`config.mk`:
```
export PLATFORM = sky130hd
export DESIGN_NAME = dr_split_adder
export DESIGN_NICKNAME = d
export VERILOG_FILES = /design/src/rtl/dr_adder_pkg.sv /design/src/rtl/dr_cla_slice.sv /design/src/rtl/dr_lookahead.sv /design/src/rtl/dr_split_adder.sv
export SDC_FILE = /design/constraint.sdc
export NUM_CORES = 1
export LEC_CHECK = 0
export ABC_CLOCK_PERIOD_IN_PS = 2050
export BUFFER_PORTS_ARGS = -buffer_cell sky130_fd_sc_hd__buf_2
export CAP_MARGIN = 20
export CORE_UTILIZATION = 44
export CTS_CLUSTER_DIAMETER = 60
export CTS_CLUSTER_SIZE = 20
export DETAILED_ROUTE_END_ITERATION = 12
export HOLD_SLACK_MARGIN = 0.15
export PLACE_DENSITY = 0.77
export REMOVE_ABC_BUFFERS = 1
export SLEW_MARGIN = 20
export SYNTH_ARGS = -nofsm -noshare
export SYNTH_HDL_FRONTEND = slang
export SYNTH_SLANG_ARGS = --single-unit
```
`constraint.sdc`:
```
create_clock -name clk -period 2.05 [get_ports clk]
set_input_delay 0.205 -clock clk [delete_from_list [all_inputs] [get_ports clk]]
set_output_delay 0.205 -clock clk [all_outputs]
set_load 0.01 [all_outputs]
```
`src/rtl/dr_adder_pkg.sv`:
```
package dr_adder_pkg;

    // One dual-rail bit: t high means logical 1, f high means logical 0,
    // both low means not yet evaluated (precharged).
    typedef struct packed {
        logic t;
        logic f;
    } dr_t;

    localparam int SLICE_W = 4;

    // Monotone dual-rail gates: each output rail only rises when inputs rise.
    function automatic dr_t dr_and(input dr_t x, input dr_t y);
        dr_t r;
        r.t = x.t & y.t;
        r.f = x.f | y.f;
        return r;
    endfunction

    function automatic dr_t dr_or(input dr_t x, input dr_t y);
        dr_t r;
        r.t = x.t | y.t;
        r.f = x.f & y.f;
        return r;
    endfunction

    function automatic dr_t dr_xor(input dr_t x, input dr_t y);
        dr_t r;
        r.t = (x.t & y.f) | (x.f & y.t);
        r.f = (x.t & y.t) | (x.f & y.f);
        return r;
    endfunction

    // Encoding of a constant during evaluate; all-low during precharge.
    function automatic dr_t dr_const(input logic val, input logic eval);
        dr_t r;
        r.t = val & eval;
        r.f = ~val & eval;
        return r;
    endfunction

endpackage

```
`src/rtl/dr_cla_slice.sv`:
```
module dr_cla_slice
    import dr_adder_pkg::*;
#(
    parameter int WIDTH = SLICE_W
) (
    input  dr_t [WIDTH-1:0] a,
    input  dr_t [WIDTH-1:0] b,
    input  dr_t             cin,
    output dr_t [WIDTH-1:0] s,
    output dr_t             grp_g,
    output dr_t             grp_p
);

    dr_t [WIDTH-1:0] gen;
    dr_t [WIDTH-1:0] prop;
    dr_t [WIDTH-1:0] cy;

    always_comb begin
        for (int i = 0; i < WIDTH; i++) begin
            gen[i]  = dr_and(a[i], b[i]);
            prop[i] = dr_xor(a[i], b[i]);
        end
        // Bit carries expanded from the slice carry-in.
        cy[0] = cin;
        for (int i = 1; i < WIDTH; i++) begin
            cy[i] = dr_or(gen[i-1], dr_and(prop[i-1], cy[i-1]));
        end
        for (int i = 0; i < WIDTH; i++) begin
            s[i] = dr_xor(prop[i], cy[i]);
        end
        // Group terms are independent of the carry-in.
        grp_g = gen[0];
        grp_p = prop[0];
        for (int i = 1; i < WIDTH; i++) begin
            grp_g = dr_or(gen[i], dr_and(prop[i], grp_g));
            grp_p = dr_and(prop[i], grp_p);
        end
    end

endmodule

```
`src/rtl/dr_lookahead.sv`:
```
module dr_lookahead
    import dr_adder_pkg::*;
#(
    parameter int GROUPS = 4
) (
    input  logic              eval,
    input  logic              split,
    input  dr_t [GROUPS-1:0]  gg,
    input  dr_t [GROUPS-1:0]  gp,
    input  dr_t               cin,
    output dr_t [GROUPS-1:0]  slice_cin,
    output dr_t [1:0]         lane_co
);

    localparam int CUT = GROUPS / 2;

    always_comb begin
        dr_t run;
        lane_co = '0;
        run     = cin;
        for (int k = 0; k < GROUPS; k++) begin
            if (k == CUT) begin
                // Carry leaving the lower lane is always reported.
                lane_co[0] = run;
                // Split mode: upper lane starts from a dual-rail zero.
                if (split) run = dr_const(1'b0, eval);
            end
            slice_cin[k] = run;
            run = dr_or(gg[k], dr_and(gp[k], run));
        end
        lane_co[1] = run;
    end

endmodule

```
`src/rtl/dr_split_adder.sv`:
```
module dr_split_adder
    import dr_adder_pkg::*;
#(
    parameter int W = 16
) (
    input  logic         clk,
    input  logic         rst,
    input  logic         phase,
    input  logic         split,
    input  logic [W-1:0] a_t,
    input  logic [W-1:0] a_f,
    input  logic [W-1:0] b_t,
    input  logic [W-1:0] b_f,
    input  logic         cin_t,
    input  logic         cin_f,
    output logic [W-1:0] sum_t,
    output logic [W-1:0] sum_f,
    output logic [1:0]   cout_t,
    output logic [1:0]   cout_f,
    output logic         err_o
);

    localparam int NSL = W / SLICE_W;

    logic            eval;
    dr_t [W-1:0]     a_dr, b_dr, s_dr;
    dr_t             c_dr;
    dr_t [NSL-1:0]   gg, gp, sl_cin;
    dr_t [1:0]       lane_co;
    logic            illegal;
    logic            in_ok;

    assign eval = ~phase;

    // Input gating: precharge forces every internal rail low.
    always_comb begin
        for (int i = 0; i < W; i++) begin
            a_dr[i].t = a_t[i] & eval;
            a_dr[i].f = a_f[i] & eval;
            b_dr[i].t = b_t[i] & eval;
            b_dr[i].f = b_f[i] & eval;
        end
        c_dr.t = cin_t & eval;
        c_dr.f = cin_f & eval;
    end

    assign illegal = (|(a_t & a_f)) | (|(b_t & b_f)) | (cin_t & cin_f);
    assign in_ok   = (&(a_t ^ a_f)) & (&(b_t ^ b_f)) & (cin_t ^ cin_f);

    for (genvar g = 0; g < NSL; g++) begin : g_slice
        dr_cla_slice #(.WIDTH(SLICE_W)) u_slice (
            .a     (a_dr[g*SLICE_W +: SLICE_W]),
            .b     (b_dr[g*SLICE_W +: SLICE_W]),
            .cin   (sl_cin[g]),
            .s     (s_dr[g*SLICE_W +: SLICE_W]),
            .grp_g (gg[g]),
            .grp_p (gp[g])
        );
    end

    dr_lookahead #(.GROUPS(NSL)) u_la (
        .eval      (eval),
        .split     (split),
        .gg        (gg),
        .gp        (gp),
        .cin       (c_dr),
        .slice_cin (sl_cin),
        .lane_co   (lane_co)
    );

    always_ff @(posedge clk) begin
        if (rst) begin
            sum_t  <= '0;
            sum_f  <= '0;
            cout_t <= '0;
            cout_f <= '0;
            err_o  <= 1'b0;
        end else begin
            for (int i = 0; i < W; i++) begin
                sum_t[i] <= s_dr[i].t;
                sum_f[i] <= s_dr[i].f;
            end
            cout_t <= {lane_co[1].t, lane_co[0].t};
            cout_f <= {lane_co[1].f, lane_co[0].f};
            err_o  <= eval & illegal;
        end
    end

    // reset leaves all rails and the flag low
    assert_reset_clear_R1: assert property (@(posedge clk)
        rst |=> (sum_t == '0 && sum_f == '0 && cout_t == '0 && cout_f == '0 && !err_o));

    // precharge edge leaves every output rail low
    assert_precharge_low_R2: assert property (@(posedge clk) disable iff (rst)
        phase |=> (sum_t == '0 && sum_f == '0 && cout_t == '0 && cout_f == '0));

    // evaluate with complete legal inputs gives one rail per sum bit
    assert_sum_one_rail_R3: assert property (@(posedge clk) disable iff (rst)
        (!phase && in_ok) |=> ((sum_t ^ sum_f) == '1 && (sum_t & sum_f) == '0));

    // same for the lane carry-outs
    assert_cout_one_rail_R3: assert property (@(posedge clk) disable iff (rst)
        (!phase && in_ok) |=> ((cout_t ^ cout_f) == 2'b11));

    // precharge never raises the flag
    assert_no_err_precharge_R9: assert property (@(posedge clk) disable iff (rst)
        phase |=> !err_o);

endmodule

```
==> summary.txt, run 1 <==
Hold Vio Cnt, Final - 0
Critical Path AT - 2.29 ns
Placed inst area - 0.00394 mm^2
Synth top area share - 0.284
Final Max Tran Viols - 0
Number of global-route vias before repair - 3340
Hold buffers post-CTS - 0
Post-synth cell types - 62
Site Rows - 27
GRT Total Usage - 0.327
Seq cells post-synth - 37
Setup violations, final - 2
# nets final - 620
Sink Count - 37
Ys async rst share - 0
Chip width - 79.0 um
Hold WC Path Type - primary input to flip-flop
# IOs - 107
Fmax - 477 MHz
Post-synth EDFFs - 0
Most common cell in the netlist - nor2_1
CTS root buf - clkbuf_8
Share of layout cells above drive strength 1 - 0.461
Die Area - 0.00623 mm^2
Crit. End Element - flip-flop
Max FO, Critical Path - 4
DR WL/cell - 16.9 um
Pwr Total - 2320 uW
Vias per inst - 6.00
Cell area after layout - 0.00427 mm^2
H-Tree Depth - 2
Initial antenna violation count - 0
Worst slew margin - 0.654
1st-iter DRT viols - 277
Largest net degree at the start of global routing - 23
Sequential fraction of the synthesis area - 0.284
Max-Cap Viols - 0
Slew @ Worst Pin - 0.514 ns
Antenna Nets Post-Route - 0
Via count - 3740
Final min period - 2.10 ns
RSZ-0062 raised after global routing - true
Syn_area_per_cell - 7.58 um^2
Mapped Cells - 344
Number of CTS-inserted buffers - 5
Antenna cells - 0
Worst setup margin - -0.0473 ns
Peak supply drop - 0.331 mV
Clk buf depth - 2
Area Growth Syn to Fin - 63.7%
Warnings from Yosys - 0
Buffers added on ports - 106
Power per Cell Area - 544 mW/mm^2
Top cells by count, synth - 55 x nor2_1, 51 x nand2_1, 37 x dfxtp_1
Starting Density - 0.465
Top_reg_cell synth - dfxtp_1
CTS tree - built
CTS clk-pin slew, worst paths - 0.08 ns
DR pass1 iterations - 5
Total gr overflow - 0
DP HPWL - 7.98 mm
Crit share post-route - 1.02
Startpoint Class - primary input
GPL Wtd Cong - 0.986
Die Ht - 79.0 um
Critical path class - primary input to flip-flop
First-pass GRT wire length - 15.9 mm
Violated checks - negative setup slack
Required @ worst endpoint - 2.24 ns
Residual DRC - 0
Core area - 0.00561 mm^2
Post-synthesis cell area - 0.00261 mm^2
Final wirelength - 10.5 mm
Ranking of synthesized cells by area - dfxtp_1 28%, a22oi_1 8.9%, nor2_1 7.9%
Status - complete, but fails checks
Leakage power of the design - 0.00199 uW
Area leader, netlist - dfxtp_1
path summary, 6_finish.rpt:
path	slack, ns	to	from	depth (start not counted)
max	-0.05	sum_t[11]	b_t[5]	9
min	0.24	sum_f[5]	rst	2
state kept, by name (all words and copies together) (netlist names):
register and flops:
sum_f 16, sum_t 16, cout_f 2, cout_t 2, err_o 1
logic make-up (layout without fill, tap and decap cells):
group	Yosys count	after routing	synth area share
flip-flops	37	37	0.284
adder cells (fa/ha/maj)	1	1	0.00432
buffers and inverters	16	223	0.0259
AND/OR/NAND/NOR	145	145	0.248
AO/OA/AOI/OAI	144	144	0.434
multiplexers	1	1	0.00384
critical path: stages:
cell      delay, ns
buf_6          0.10
a2111o_1       0.42
a222oi_1       0.25
o31a_2         0.24
a211o_4        0.13
a211oi_4       0.07
o31a_1         0.28
or3_4          0.34
a32o_1         0.26
power by group:
group	total [uW]	internal, uW	switching (uW)
logic	801	382	419
clock network	762	483	278
registers	755	749	6.85
layer usage:
| metal | routed length, um | track usage |
|---|---|---|
| met5 | 0 | 0 |
| met4 | 371 | 0.135 |
| met3 | 1010 | 0.0437 |
| met2 | 5020 | 0.558 |
| met1 | 4120 | 0.412 |
through the flow:
| stage | setup WS, ns | utilization | cells | hold slack [ns] | setup TNS (ns) |
|---|---|---|---|---|---|
| 2_1_floorplan | -0.0775 | - | 332 | 0.274 | -0.276 |
| 3_3_place_gp | -0.302 | 0.703 | 612 | 0.534 | -4.12 |
| 3_5_place_dp | -0.399 | 0.703 | 612 | 0.534 | -5.23 |
| 4_1_cts | 0.0112 | 0.740 | 620 | 0.227 | 0 |
| 5_1_grt | -0.120 | 0.761 | 623 | 0.275 | -0.594 |
| 6_report | -0.0473 | 0.761 | 623 | 0.238 | -0.0795 |
cell type report:
type	instances	area (um^2)
well taps	72	90.1
clock inverters	3	65.1
clock buffers	5	68.8
multi-input cells	291	1920
fillers	423	1340
repair buffers	211	1370
flip-flops and latches	37	741
inverters	4	15.0
what timing repair did:
item / in CTS / in global routing
setup buffers: 0 / 3
endpoints found under the setup margin: 6 / 17
pin swaps: 3 / 16
resized for setup: 11 / 21
cells in the final DEF, fill, tap and decap left out, types with 5 or more instances in the layout:
master and instances:
buf_2 99, buf_4 105, o21ai_0 10, nand2_1 51, dfxtp_1 37, nor2_1 54, buf_6 6, a21oi_1 25
nand3_1 8, a22o_1 8, a22oi_1 29, a31oi_1 5, clkbuf_8 5
Note: power is estimated with default switching activity, not from simulation.
==> run 2: changes to the inputs <==
--- a/config.mk
+++ b/config.mk
@@ -8,12 +8,14 @@
 export ABC_CLOCK_PERIOD_IN_PS = 2050
 export BUFFER_PORTS_ARGS = -buffer_cell sky130_fd_sc_hd__buf_2
 export CAP_MARGIN = 20
-export CORE_UTILIZATION = 44
+export CELL_PAD_IN_SITES_DETAIL_PLACEMENT = 1
+export CELL_PAD_IN_SITES_GLOBAL_PLACEMENT = 2
+export CORE_UTILIZATION = 23
 export CTS_CLUSTER_DIAMETER = 60
 export CTS_CLUSTER_SIZE = 20
 export DETAILED_ROUTE_END_ITERATION = 12
 export HOLD_SLACK_MARGIN = 0.15
-export PLACE_DENSITY = 0.77
+export PLACE_DENSITY_LB_ADDON = 0.1
 export REMOVE_ABC_BUFFERS = 1
 export SLEW_MARGIN = 20
 export SYNTH_ARGS = -nofsm -noshare
==> run 2 against run 1 <==
The flow still finishes with violations (negative setup slack). Via count decreased by 3.2%. Non-clock buffer count increased by 25. Sequential power about the same. Core utilization decreased by 33 points. Routed wire length increased by 19%.
==> summary.txt, run 2 (same netlist as run 1, synthesis figures left out) <==
Hold Vio Cnt, Final - 0
Most common cell after layout, fill and taps aside - buf_4
CTS tree - built
Max FO, Critical Path - 3
DP HPWL - 10.1 mm
GPL Wtd Cong - 0.825
Hold WC Path Type - primary input to flip-flop
Setup_tns - -0.533 ns
1st-iter DRT viols - 84
Chip width - 108 um
Hold buffers post-CTS - 0
Hold Path Sink - sum_f[12]
Min-delay src - phase
Final Max Tran Viols - 0
# IOs - 107
Via count - 3620
Multi-input gate area - 0.00201 mm^2
Residual DRC - 0
Number of global-route vias before repair - 3724
Die Ht - 108 um
Initial antenna violation count - 0
Max-Cap Viols - 0
Crit. End Element - flip-flop
Peak supply drop - 0.332 mV
Number of CTS-inserted buffers - 5
Site Rows - 38
Fillers - 1376
Worst setup margin - -0.0976 ns
RSZ-0062 raised after global routing - true
Buffers added on ports - 106
H-Tree Depth - 2
WHS Path Cells - 3
Sink Count - 37
Clk buf depth - 2
Worst slew margin - 0.630
Critical path class - primary input to flip-flop
Power per Cell Area - 518 mW/mm^2
Post-Place Setup Slack - -0.479 ns
Part of the power in the clock network - 0.321
P_sw - 799 uW
First-pass GRT wire length - 19.2 mm
CTS root buf - clkbuf_16
Largest registers - sum_f x16, sum_t x16
Internal - 1640 uW
Largest net degree at the start of global routing - 25
Most frequent cells in the layout - 125 x buf_4, 94 x buf_2, 53 x nor2_1
Required @ worst endpoint - 2.23 ns
Final min period - 2.15 ns
Crit share post-route - 1.05
Core area - 0.0109 mm^2
GRT Total Usage - 0.213
Total gr overflow - 0
Area Growth Syn to Fin - 80.8%
Slew @ Worst Pin - 0.549 ns
Storage cell area - 741 um^2
Critical Path AT - 2.32 ns
Setup violations, final - 8
Starting Density - 0.238
Violated checks - negative setup slack
DR WL/cell - 17.5 um
Antenna Nets Post-Route - 0
Antenna cells - 0
Die Area - 0.0118 mm^2
Final wirelength - 12.5 mm
Fmax - 466 MHz
CTS clk-pin slew, worst paths - 0.06 ns
Pwr Total - 2440 uW
Leakage power of the design - 0.00215 uW
Vias per inst - 5.06
# nets final - 645
Status - complete, but fails checks
Startpoint Class - primary input
DR pass1 iterations - 4
Share of layout cells above drive strength 1 - 0.502
Sequential share of power - 0.310
Comb pwr share - 0.369
Sw Ratio - 0.327
## run 2: changes by cell type in the layout (fill, tap and decap cells not counted), moves of 4 or more
cell and change:
buf_6 +7, clkbuf_8 -5, buf_4 +20, clkbuf_16 +5, a21oi_1 -4, buf_2 -5
## run 2: power groups by stage
stage | registers, uW | clock network [uW] | logic [uW]
2_1_floorplan | 790 | 0 | 286
3_3_place_gp | 772 | 0 | 775
3_5_place_dp | 773 | 0 | 786
4_1_cts | 757 | 806 | 848
5_1_grt | 759 | 829 | 974
6_report | 757 | 784 | 900
## run 2: what timing repair did
action,in CTS,in global routing
setup buffers,6,5
resized for setup,28,33
pin swaps,19,16
endpoints found under the setup margin,15,20
## run 2: per-layer routing
| metal | GRT usage | share of wire | vias up |
|---|---|---|---|
| li1 | - | - | 1792 |
| met1 | 0.263 | 0.44 | 1747 |
| met2 | 0.399 | 0.52 | 75 |
| met3 | 0.0205 | 0.028 | 6 |
| met4 | 0.0338 | 0.0077 | 0 |
| met5 | 0 | 0 | - |
## run 2: area by class of cell
type | count | share of cell area
Tap cell | 140 | 0.0372
Multi-Input combinational cell | 291 | 0.427
Sequential cell | 37 | 0.157
Clock inverter | 3 | 0.00372
Clock buffer | 5 | 0.0265
Timing Repair Buffer | 236 | 0.345
Inverter | 4 | 0.00319
## run 2: worst max-delay path by stage
| stage | startpoint | endpoint | slack [ns] | cells past startpoint |
|---|---|---|---|---|
| finish | b_t[5] | sum_t[11] | -0.1 | 10 |
| global route | b_t[5] | sum_f[14] | -0.21 | 11 |
| CTS | b_t[5] | sum_f[15] | -0.1 | 10 |
| detailed placement | b_f[4] | sum_f[15] | -0.48 | 10 |
| global placement | b_t[0] | sum_f[15] | -0.42 | 10 |
| floorplan | b_f[6] | sum_f[15] | -0.08 | 8 |
## run 2: worst max-delay path: stages
cell	delay, ns
buf_8	0.10
a2111o_1	0.39
a222oi_1	0.26
o31a_2	0.24
buf_6	0.10
a211o_4	0.11
a211oi_4	0.07
o31a_1	0.26
or3_1	0.33
a32o_1	0.26
## run 2: per-stage QoR
stage,hold WS [ns],instances,util,instance area (um^2)
2_1_floorplan,0.274,332,-,2550
3_3_place_gp,0.591,698,0.382,4170
3_5_place_dp,0.599,698,0.382,4170
4_1_cts,0.298,711,0.413,4510
5_1_grt,0.321,716,0.431,4710
6_report,0.297,716,0.431,4710
==> run 3: changes to the inputs <==
--- a/config.mk
+++ b/config.mk
@@ -16,7 +16,6 @@
 export DETAILED_ROUTE_END_ITERATION = 12
 export HOLD_SLACK_MARGIN = 0.15
 export PLACE_DENSITY_LB_ADDON = 0.1
-export REMOVE_ABC_BUFFERS = 1
 export SLEW_MARGIN = 20
 export SYNTH_ARGS = -nofsm -noshare
 export SYNTH_HDL_FRONTEND = slang
==> run 3 against run 2 <==
The run still ends with negative setup slack left. Core utilization fell by 1.3 points. Sequential power barely moved. Cell area fell by 3.0%. Largest power group is now the clock network.
==> summary.txt, run 3 (same netlist as run 1, synthesis figures left out) <==
Status - complete, but fails checks
Violated checks - negative setup slack
Final min period - 2.10 ns
Via count - 3588
Number of global-route vias before repair - 3764
Die Area - 0.0118 mm^2
Setup violations, final - 3
First-pass GRT wire length - 19.7 mm
GPL Wtd Cong - 0.906
Antenna Nets Post-Route - 0
CP peak stage delay - 0.42 ns
GRT Total Usage - 0.221
Chip width - 108 um
Clk buf depth - 2
Peak supply drop - 0.272 mV
Worst setup margin - -0.0472 ns
Hold Vio Cnt, Final - 0
Core area - 0.0109 mm^2
Comb pwr share - 0.337
Most common cell after layout, fill and taps aside - buf_4
Largest registers - sum_f x16, sum_t x16
Share of layout cells above drive strength 1 - 0.489
Site Rows - 38
Residual DRC - 0
Fmax - 477 MHz
Slew @ Worst Pin - 0.503 ns
Startpoint Class - primary input
Max-Cap Viols - 0
Final wirelength - 12.5 mm
Internal - 1740 uW
P_sw - 805 uW
Max FO, Critical Path - 3
Critical-path cell with the highest stage delay - a2111o_1
# IOs - 107
Syn_nets - 414
Starting Density - 0.238
DP HPWL - 10.2 mm
Sink Count - 37
Number of CTS-inserted buffers - 5
WHS Path Cells - 4
Sequential share of power - 0.297
Setup_tns - -0.0946 ns
Critical path class - primary input to flip-flop
1st-iter DRT viols - 81
Largest net degree at the start of global routing - 26
Buffers added on ports - 106
Worst slew margin - 0.662
Worst path cell trace - buf_6 -> a2111o_1 -> a222oi_1 -> o31a_2 -> a2111oi_4 -> o41a_1 -> o32ai_2 -> a211o_1 -> o221ai_2
Leakage power of the design - 0.00209 uW
Power per Cell Area - 556 mW/mm^2
Critical Path AT - 2.27 ns
Total gr overflow - 0
Most frequent cells in the layout - 118 x buf_4, 100 x buf_2, 54 x nor2_1
Fillers - 1381
H-Tree Depth - 2
Crit share post-route - 1.02
DR pass1 iterations - 4
Buf+Inv Stages, Crit Path - 1
Final Max Tran Viols - 0
Pwr Total - 2540 uW
CTS tree - built
Hold Path Sink - cout_f[1]
# nets final - 637
Sw Ratio - 0.316
DR WL/cell - 17.6 um
RSZ-0062 raised after global routing - true
Area Growth Syn to Fin - 75.4%
CTS root buf - clkbuf_16
Part of the power in the clock network - 0.366
Required @ worst endpoint - 2.22 ns
Hold WC Path Type - primary input to flip-flop
Die Ht - 108 um
Antenna cells - 0
Min-delay src - rst
Hold buffers post-CTS - 0
Crit. End Element - flip-flop
Delay-heaviest family, CP - compound AO/OA/AOI/OAI gates
Initial antenna violation count - 0
Vias per inst - 5.07
CTS clk-pin slew, worst paths - 0.06 ns
## run 3: changes by cell type in the layout (fill, tap and decap cells not counted), moves of 2 or more
cell	delta
o21ai_0	+3
a21oi_2	+2
buf_4	-7
clkinv_2	-2
a21oi_4	-2
buf_6	-4
o21ai_1	-3
buf_2	+6
buf_8	-2
## run 3: worst max path at each step
stage,to,cells past startpoint,slack (ns),from
CTS,sum_f[15],9,-0.004,b_t[0]
floorplan,sum_t[15],8,-0.08,b_t[5]
finish,sum_f[15],9,-0.05,b_t[5]
detailed placement,sum_t[15],10,-0.43,b_t[5]
global route,sum_f[15],9,-0.18,b_t[5]
global placement,sum_t[15],10,-0.44,b_t[5]
## run 3: per-layer routing
metal / share of wire / up-vias / track usage
met5: 0 / - / 0
met4: 0.0081 / 0 / 0.0550
met3: 0.033 / 9 / 0.0380
met2: 0.51 / 66 / 0.403
met1: 0.45 / 1742 / 0.266
li1: - / 1771 / -
## run 3: layout make-up
| cell class | instances | area [um^2] | share of cell area |
|---|---|---|---|
| multi-input cells | 291 | 1960 | 0.429 |
| well taps | 140 | 175 | 0.0383 |
| inverters | 4 | 15.0 | 0.00328 |
| flip-flops and latches | 37 | 741 | 0.162 |
| repair buffers | 228 | 1510 | 0.330 |
| clock inverters | 3 | 46.3 | 0.0101 |
| clock buffers | 5 | 125 | 0.0274 |
## run 3: power groups by stage
stage | combinational [uW] | clock (uW) | sequential [uW]
2_1_floorplan | 313 | 0 | 790
4_1_cts | 837 | 965 | 756
3_3_place_gp | 778 | 0 | 772
5_1_grt | 934 | 983 | 759
3_5_place_dp | 790 | 0 | 772
6_report | 858 | 930 | 756
## run 3: timing repair
item | CTS | global route
setup endpoints to repair | 14 | 15
pin swaps | 16 | 18
buffers inserted | 3 | 2
gates resized for setup | 25 | 13
## run 3: stage by stage
step | cells | hold slack (ns) | utilization | worst slack (ns) | area, um^2
2_1_floorplan | 344 | 0.353 | - | -0.0776 | 2620
3_3_place_gp | 696 | 0.598 | 0.381 | -0.435 | 4170
3_5_place_dp | 696 | 0.595 | 0.381 | -0.434 | 4170
4_1_cts | 706 | 0.276 | 0.410 | -0.00386 | 4490
5_1_grt | 708 | 0.312 | 0.418 | -0.180 | 4570
6_report | 708 | 0.285 | 0.418 | -0.0472 | 4570
